**config.mk**
```make
export PLATFORM = sky130hd
export DESIGN_NAME = fifo_uart_tx
export DESIGN_NICKNAME = d
export VERILOG_FILES = /design/src/rtl/fifo_uart_tx_pkg.sv /design/src/rtl/uart_tx_bit_timer.sv /design/src/rtl/uart_tx_parity.sv /design/src/rtl/uart_tx_shifter.sv /design/src/rtl/uart_tx_frame_fsm.sv /design/src/rtl/fifo_uart_tx.sv
export SDC_FILE = /design/constraint.sdc
export NUM_CORES = 1
export LEC_CHECK = 0
export CAP_MARGIN = 10
export CORE_AREA = 2 2 60 51
export DETAILED_ROUTE_END_ITERATION = 7
export DIE_AREA = 0 0 62 53
export GPL_ROUTABILITY_DRIVEN = 0
export PLACE_DENSITY = 0.81
export SYNTH_ARGS = -nofsm -noshare
export SYNTH_HDL_FRONTEND = slang
export SYNTH_SLANG_ARGS = --single-unit
export TNS_END_PERCENT = 30
```
**constraint.sdc**
```tcl
create_clock -name clk_i -period 5.23 [get_ports clk_i]
set_input_delay 0.7845 -clock clk_i [delete_from_list [all_inputs] [get_ports clk_i]]
set_output_delay 0.7845 -clock clk_i [all_outputs]
set_load 0.01 [all_outputs]
```
**src/rtl/fifo_uart_tx_pkg.sv**
```systemverilog
package fifo_uart_tx_pkg;

  typedef enum logic [1:0] {
    PAR_NONE = 2'd0,
    PAR_EVEN = 2'd1,
    PAR_ODD  = 2'd2
  } parity_e;

  typedef enum logic [2:0] {
    ST_IDLE  = 3'd0,
    ST_REQ   = 3'd1,
    ST_CAPT  = 3'd2,
    ST_START = 3'd3,
    ST_DATA  = 3'd4,
    ST_PAR   = 3'd5,
    ST_STOP  = 3'd6
  } tx_state_e;

endpackage

```
**src/rtl/uart_tx_bit_timer.sv**
```systemverilog
module uart_tx_bit_timer #(
  parameter int CLKS_PER_BIT = 10416
) (
  input  logic clk_i,
  input  logic rst_i,
  input  logic clear_i,
  output logic tick_o
);
  localparam int CW = (CLKS_PER_BIT > 1) ? $clog2(CLKS_PER_BIT) : 1;
  localparam logic [CW-1:0] LAST = CW'(CLKS_PER_BIT - 1);

  logic [CW-1:0] cnt_q;

  // tick marks the last cycle of the current bit period
  assign tick_o = (cnt_q == LAST);

  always_ff @(posedge clk_i) begin
    if (rst_i || clear_i) begin
      cnt_q <= '0;
    end else if (tick_o) begin
      cnt_q <= '0;
    end else begin
      cnt_q <= cnt_q + 1'b1;
    end
  end
endmodule

```
**src/rtl/uart_tx_parity.sv**
```systemverilog
module uart_tx_parity
  import fifo_uart_tx_pkg::*;
#(
  parameter int      DATA_W = 8,
  parameter parity_e MODE   = PAR_NONE
) (
  input  logic [DATA_W-1:0] data_i,
  output logic              par_o
);
  generate
    if (MODE == PAR_EVEN) begin : g_even
      assign par_o = ^data_i;
    end else if (MODE == PAR_ODD) begin : g_odd
      assign par_o = ~^data_i;
    end else begin : g_none
      assign par_o = 1'b0 & (^data_i);
    end
  endgenerate
endmodule

```
**src/rtl/uart_tx_shifter.sv**
```systemverilog
module uart_tx_shifter #(
  parameter int DATA_W = 8
) (
  input  logic              clk_i,
  input  logic              rst_i,
  input  logic              load_i,
  input  logic              shift_i,
  input  logic [DATA_W-1:0] data_i,
  output logic              lsb_o
);
  logic [DATA_W-1:0] sh_q;

  assign lsb_o = sh_q[0];

  always_ff @(posedge clk_i) begin
    if (rst_i) begin
      sh_q <= '1;
    end else if (load_i) begin
      sh_q <= data_i;
    end else if (shift_i) begin
      sh_q <= {1'b1, sh_q[DATA_W-1:1]};
    end
  end
endmodule

```
**src/rtl/uart_tx_frame_fsm.sv**
```systemverilog
module uart_tx_frame_fsm
  import fifo_uart_tx_pkg::*;
#(
  parameter int      DATA_W      = 8,
  parameter parity_e PARITY_MODE = PAR_NONE,
  parameter int      STOP_BITS   = 1
) (
  input  logic clk_i,
  input  logic rst_i,
  input  logic empty_i,
  input  logic tick_i,
  input  logic lsb_i,
  input  logic par_i,
  output logic rd_en_o,
  output logic tx_o,
  output logic timer_clr_o,
  output logic load_o,
  output logic shift_o
);
  localparam bit HAS_PAR = (PARITY_MODE != PAR_NONE);
  localparam int IW      = (DATA_W > 1) ? $clog2(DATA_W) : 1;
  localparam logic [IW-1:0] LAST_BIT = IW'(DATA_W - 1);
  localparam logic LAST_STOP = (STOP_BITS > 1) ? 1'b1 : 1'b0;

  tx_state_e     state_q;
  logic [IW-1:0] bit_idx_q;
  logic          stop_idx_q;
  logic          par_q;
  logic          tx_q;
  logic          rd_q;

  assign tx_o        = tx_q;
  assign rd_en_o     = rd_q;
  assign load_o      = (state_q == ST_CAPT);
  assign shift_o     = tick_i && ((state_q == ST_START) ||
                       ((state_q == ST_DATA) && (bit_idx_q != LAST_BIT)));
  assign timer_clr_o = (state_q == ST_IDLE) || (state_q == ST_REQ) ||
                       (state_q == ST_CAPT);

  always_ff @(posedge clk_i) begin
    if (rst_i) begin
      state_q    <= ST_IDLE;
      bit_idx_q  <= '0;
      stop_idx_q <= 1'b0;
      par_q      <= 1'b0;
      tx_q       <= 1'b1;
      rd_q       <= 1'b0;
    end else begin
      rd_q <= 1'b0;
      unique case (state_q)
        ST_IDLE: begin
          tx_q <= 1'b1;
          if (!empty_i) begin
            rd_q    <= 1'b1;
            state_q <= ST_REQ;
          end
        end
        ST_REQ: begin
          state_q <= ST_CAPT;
        end
        ST_CAPT: begin
          par_q   <= par_i;
          tx_q    <= 1'b0;
          state_q <= ST_START;
        end
        ST_START: begin
          if (tick_i) begin
            tx_q      <= lsb_i;
            bit_idx_q <= '0;
            state_q   <= ST_DATA;
          end
        end
        ST_DATA: begin
          if (tick_i) begin
            if (bit_idx_q == LAST_BIT) begin
              if (HAS_PAR) begin
                tx_q    <= par_q;
                state_q <= ST_PAR;
              end else begin
                tx_q       <= 1'b1;
                stop_idx_q <= 1'b0;
                state_q    <= ST_STOP;
              end
            end else begin
              tx_q      <= lsb_i;
              bit_idx_q <= bit_idx_q + 1'b1;
            end
          end
        end
        ST_PAR: begin
          if (tick_i) begin
            tx_q       <= 1'b1;
            stop_idx_q <= 1'b0;
            state_q    <= ST_STOP;
          end
        end
        ST_STOP: begin
          if (tick_i) begin
            if (stop_idx_q == LAST_STOP) begin
              if (!empty_i) begin
                rd_q    <= 1'b1;
                state_q <= ST_REQ;
              end else begin
                state_q <= ST_IDLE;
              end
            end else begin
              stop_idx_q <= 1'b1;
            end
          end
        end
        default: begin
          tx_q    <= 1'b1;
          state_q <= ST_IDLE;
        end
      endcase
    end
  end
endmodule

```
**src/rtl/fifo_uart_tx.sv**
```systemverilog
module fifo_uart_tx
  import fifo_uart_tx_pkg::*;
#(
  parameter int      CLKS_PER_BIT = 10416,
  parameter int      DATA_W       = 8,
  parameter parity_e PARITY_MODE  = PAR_NONE,
  parameter int      STOP_BITS    = 1
) (
  input  logic              clk_i,
  input  logic              rst_i,
  input  logic              fifo_empty_i,
  input  logic [DATA_W-1:0] fifo_data_i,
  output logic              fifo_rd_en_o,
  output logic              tx_o
);
  logic bit_tick;
  logic timer_clr;
  logic load;
  logic shift;
  logic lsb;
  logic par_bit;

  uart_tx_bit_timer #(
    .CLKS_PER_BIT(CLKS_PER_BIT)
  ) u_timer (
    .clk_i  (clk_i),
    .rst_i  (rst_i),
    .clear_i(timer_clr),
    .tick_o (bit_tick)
  );

  uart_tx_parity #(
    .DATA_W(DATA_W),
    .MODE  (PARITY_MODE)
  ) u_parity (
    .data_i(fifo_data_i),
    .par_o (par_bit)
  );

  uart_tx_shifter #(
    .DATA_W(DATA_W)
  ) u_shift (
    .clk_i  (clk_i),
    .rst_i  (rst_i),
    .load_i (load),
    .shift_i(shift),
    .data_i (fifo_data_i),
    .lsb_o  (lsb)
  );

  uart_tx_frame_fsm #(
    .DATA_W     (DATA_W),
    .PARITY_MODE(PARITY_MODE),
    .STOP_BITS  (STOP_BITS)
  ) u_fsm (
    .clk_i      (clk_i),
    .rst_i      (rst_i),
    .empty_i    (fifo_empty_i),
    .tick_i     (bit_tick),
    .lsb_i      (lsb),
    .par_i      (par_bit),
    .rd_en_o    (fifo_rd_en_o),
    .tx_o       (tx_o),
    .timer_clr_o(timer_clr),
    .load_o     (load),
    .shift_o    (shift)
  );
endmodule

```
; Word level (Yosys, flattened, before mapping)
; Index checks and enable logic that the tools add are counted.
[totals]
input_bits = 11
out_inout_bits = 2
register_bits = 31
[op_classes]
n_addsub = 2
bitwise = 1
reduce_logical = 16
n_mux = 30
n_eq_ne = 17
[op_table]
columns = cell, n
row1 = two-way mux 3 bit, 10
row2 = case mux 3 bit (7 select lines), 1
row3 = two-way mux 8 bit, 2
row4 = adder 14 x 1 -> 14 bit (second input constant), 1
row5 = equality test 14 bit (second input constant), 1
row6 = two-way mux 1 bit, 13
row7 = equality test 3 bit (second input constant), 4
row8 = inequality test 2 x 1 -> 1 bit (second input constant), 4
row9 = inequality test 2 bit (second input constant), 4
row10 = AND reduction 4 bit, 2
row11 = AND reduction 7 bit, 1
row12 = equality test 3 x 2 -> 1 bit (second input constant), 2
row13 = case mux 3 bit (2 select lines), 1
row14 = case mux 1 bit (5 select lines), 1
row15 = AND reduction 5 bit, 1
row16 = logical OR 1 bit, 4
row17 = nonzero test 2 bit, 2
row18 = OR reduction 2 bit, 2
row19 = adder 3 x 1 -> 3 bit (second input constant), 1
row20 = equality test 3 x 1 -> 1 bit (second input constant), 1
row21 = zero test 3 bit, 1
row22 = inequality test 3 bit (second input constant), 1
row23 = case mux 1 bit (3 select lines), 1
row24 = nonzero test 3 bit, 1
row25 = 3 further kinds, 4

; Depth between registers and ports, before layout
[depth]
depth_word = 6
depth_mapped = 7

; Modules after synthesis
; A second synthesis with hierarchy kept.
[unflattened]
hier_cells = 167
hier_area_um2 = 1534.0
[by_module_without_submodules]
columns = mod, seq_area_each_um2, cells_each, instances, area_each_um2
row1 = uart_tx_bit_timer, 280.3, 70, 1, 619.3
row2 = uart_tx_frame_fsm, 160.2, 60, 1, 538.0
row3 = uart_tx_shifter, 160.2, 35, 1, 365.4
row4 = uart_tx_parity, 0.0, 2, 1, 11.3

; Least setup slack after synthesis
; No wires, ideal clock.
[synth_timing]
kind = reg-to-reg
from = reg u_timer.cnt_q[4]
to = reg u_fsm.state_q[0]
stages_incl_launch_ff = 7
arrival_time_ps = 2126
period_less_slack_ps = 2213
setup_ps = 86
path_slack_ps = 3017
required_ps = 5144
path_cell_list = dfxtp_1 > buf_6 > or4_4 > or4_4 > buf_6 > or3_1 > a221oi_2
[synth_between]
elab_chain_cells = 3
word_cells_on_any_way = 6
classes_between = 5 x eq/ne / 1 x reduce/logical
[synth_rtl]
columns = element, line
row1 = from (decl), uart_tx_bit_timer.sv:12  ; logic [CW-1:0] cnt_q;
row2 = from (signal assigned), uart_tx_bit_timer.sv:23  ; cnt_q <= cnt_q + 1'b1;
row3 = equality test 14 bit (*), uart_tx_bit_timer.sv:15  ; assign tick_o = (cnt_q == LAST);
row4 = inequality test 2 x 1 -> 1 bit (no source line), --
row5 = AND reduction 7 bit (no source line) (*), --
row6 = to (signal assigned), uart_tx_frame_fsm.sv:42  ; state_q <= ST_IDLE;
row7 = to (signal assigned), uart_tx_frame_fsm.sv:55  ; state_q <= ST_REQ;
row8 = to (signal assigned), uart_tx_frame_fsm.sv:59  ; state_q <= ST_CAPT;
row9 = to (decl), uart_tx_frame_fsm.sv:25  ; tx_state_e state_q;
; Mark *: on every way between the ends. The rest lies on a longest branch, timed or not.
; A chain may end at the register's enable or synchronous reset.

; Worst setup path in the final report
[layout_timing]
from = in rst_i
to = reg u_timer.cnt_q[8]
[layout_between]
elab_chain_cells = 2
[layout_rtl]
columns = element, line
row1 = from (decl), fifo_uart_tx.sv:10  ; input logic rst_i,
row2 = logical OR 1 bit, uart_tx_bit_timer.sv:18  ; if (rst_i || clear_i) begin
row3 = OR reduction 2 bit (no source line), --
; Every way passes these cells.

==> impl_metrics.ini <==
[yosys]
syn_inst = 186
synth_edf_count = 0
synthFlopType = dfxtp_1
yosysTopAreaCell = dfxtp_1
synthTopCellsByCount = 30 x dfxtp_1, 21 x nor2_1, 13 x nor3_1
ys_seq_area_share_pct = 38.22
synth_most_common_cell = dfxtp_1
syn_area_um2 = 1572
ys_types = 46
netlist.area_leader.share_pct = 38.22
ys_top_cells_by_area = dfxtp_1 38%, nor2_1 5.0%, xor2_1 5.0%
ys_ff_latch = 30
syn_avg_cell_area_um2 = 8.449
yosys_warnings = 0
synthArstFlopShare_pct = 0
syn_nets = 200

[grt]
grt_use_total_pct = 23.06
grt_pass1_vias = 1260
grt_first_pass_wirelength_mm = 5.499
grt_max_degree = 31
antenna_found_initial = 0
grt_overflow = 0

[sta]
tns_ps = 0
clock_skew_ps = 11.38
holdWs_ps = 464.5
fin_crit_sh_pct = 46.68
rsz0062_at_grt = no
fin_ws_ps = 2789
tightest_slew_ps = 988.3
slew_headroom_pct = 33.91
hold_viol = 0
max_freq_ghz = 0.4096
slew_viol_final = 0
min_period_ps = 2441
setup_violations = 0

[setup_path]
end_kind = register
arrival_ps = 2700
critical-path-max-stage-delay_ps = 910
cp_top_family = simple AND/OR/NAND/NOR gates
crit_chain = clkdlybuf4s50_1 > or3_1 > nor2_1
slowest_stage = clkdlybuf4s50_1
critPathRequiredTime_ps = 5490
critical_path_class = input pin to register
worst-path-buf-inv = 1
start_kind = input pin
worstPathMaxFanout = 30

[routing]
firstDrtPassIters = 4
route.detailed.drc = 0
route.vias.total = 1407
wire_per_inst_um = 13.93
drt_iter0_markers = 86
antenna_left = 0
viasPerCell = 6.091
wl_mm = 3.218

[clock_network]
cts.sink_count = 30
cts_buffer_depth = 2
root_buffer = clkbuf_4
cts_buffers = 5
cts_tree = done
h-tree-depth = 2
postCtsSetupBuffers = 0
cts.clk_slew.worst_paths_ps = 90
holdBufCountCts = 0
cts_resized = 0
insertion_delay_ps = 330

[die]
die_area_um2 = 3286
dieWidth_um = 62
die_y_um = 53
rows = 17
start_util_pct = 59.11
core_area_um2 = 2659
io-pin-count = 13

[worst_hold_path]
hold_path.class = register to register

[pwr]
powerDensity_nw_per_um2 = 259.2
ir_worst_vdd_v = 0.0001924
p_total_uw = 450.5
leakagePower_nw = 0.5739

[layout]
drive_gt1_share_pct = 7.254
fin_area_um2 = 1738
nets = 206
syn_to_final_growth_pct = 10.59
antennaDiodeCount = 0

[placed_design]
place_area_um2 = 1678
io_buffers = 12
dp_hpwl_mm = 2.139
place_worst_setup_slack_ps = 2501

[job]
drv_cap = 0

[outcome]
status = finished clean
## metrics by stage
stage,std cells,utilization [%]
final,231,65.36
after global routing,231,65.36
after CTS,231,65.36
after detailed placement,223,63.11
after global placement,223,63.11
after floorplan,186,-
## path summary, 6_finish.rpt
check	cells after the start	slack, ps	endpoint	startpoint
setup reg to reg	4	2830	u_fsm.bit_idx_q[2]	u_timer.cnt_q[4]
hold reg to reg	1	460	u_timer.cnt_q[0]	u_timer.cnt_q[0]
setup / recovery	3	2790	u_timer.cnt_q[8]	rst_i
hold / removal	1	460	u_timer.cnt_q[0]	u_timer.cnt_q[0]
## placed cells by master (no fill, tap or decap), types with 2 or more instances in the layout
master and n:
nor3_1 13, clkbuf_4 5, xor2_1 9, dfxtp_1 30, clkdlybuf4s50_1 12, nand3_1 7
nand4_1 5, nand2_1 6, ha_1 3, nand2b_1 3, and4_1 3, inv_1 2
a31oi_1 2, a21boi_0 5, nor2_1 21, a21oi_1 11, a2111oi_0 2, or4_4 2
o21ai_0 8, nand3b_1 2, or3_1 6, a211oi_1 8, or4b_1 2, o21bai_1 2
## flip-flops by register name, summed over array words and instances (netlist names)
signal / cells
u_fsm.tx_o: 1
u_fsm.bit_idx_q: 3
u_timer.cnt_q: 14
u_shift.sh_q: 8
u_fsm.state_q: 3
u_fsm.rd_en_o: 1
## layer usage
layer	GRT usage (%)	vias to the layer above	part of all wire (%)
li1	-	697	-
met1	30.33	658	47
met2	32.99	44	46
met3	6.601	8	5.4
met4	13.48	0	2.3
met5	0	-	0
## final cells by class
class,count,area [um2]
inverter,2,7.507
sequential,30,600.6
clock buffer,7,55.05
fill,226,920.9
multi-input combinational,140,894.6
clock inverter,1,5.005
timing repair buffer,13,127.6
tap,38,47.55
## where the power goes
| group | switching (mW) | internal, mW | total (mW) |
|---|---|---|---|
| clock | 0.0805 | 0.0651 | 0.146 |
| sequential | 0.0123 | 0.238 | 0.250 |
| combinational | 0.0281 | 0.0267 | 0.0549 |
## worst register-to-register path, stage by stage (launching register included)
cell and delay (ps):
dfxtp_1 420, or4_4 590, or4_4 620, or4b_1 540, a21oi_1 160
## cell families (layout without fill, tap and decap cells)
family          Yosys count  count (layout)  synth area share, %
fa+ha+maj                 3               3                2.389
compound gates           47              47                20.30
simple gates             79              79                28.03
buf+inv                  16              23                4.856
flops                    30              30                38.22
xor+xnor                 10              10                5.574
mux                       1               1               0.6370
No activity file was read; power rests on OpenSTA's default activity.
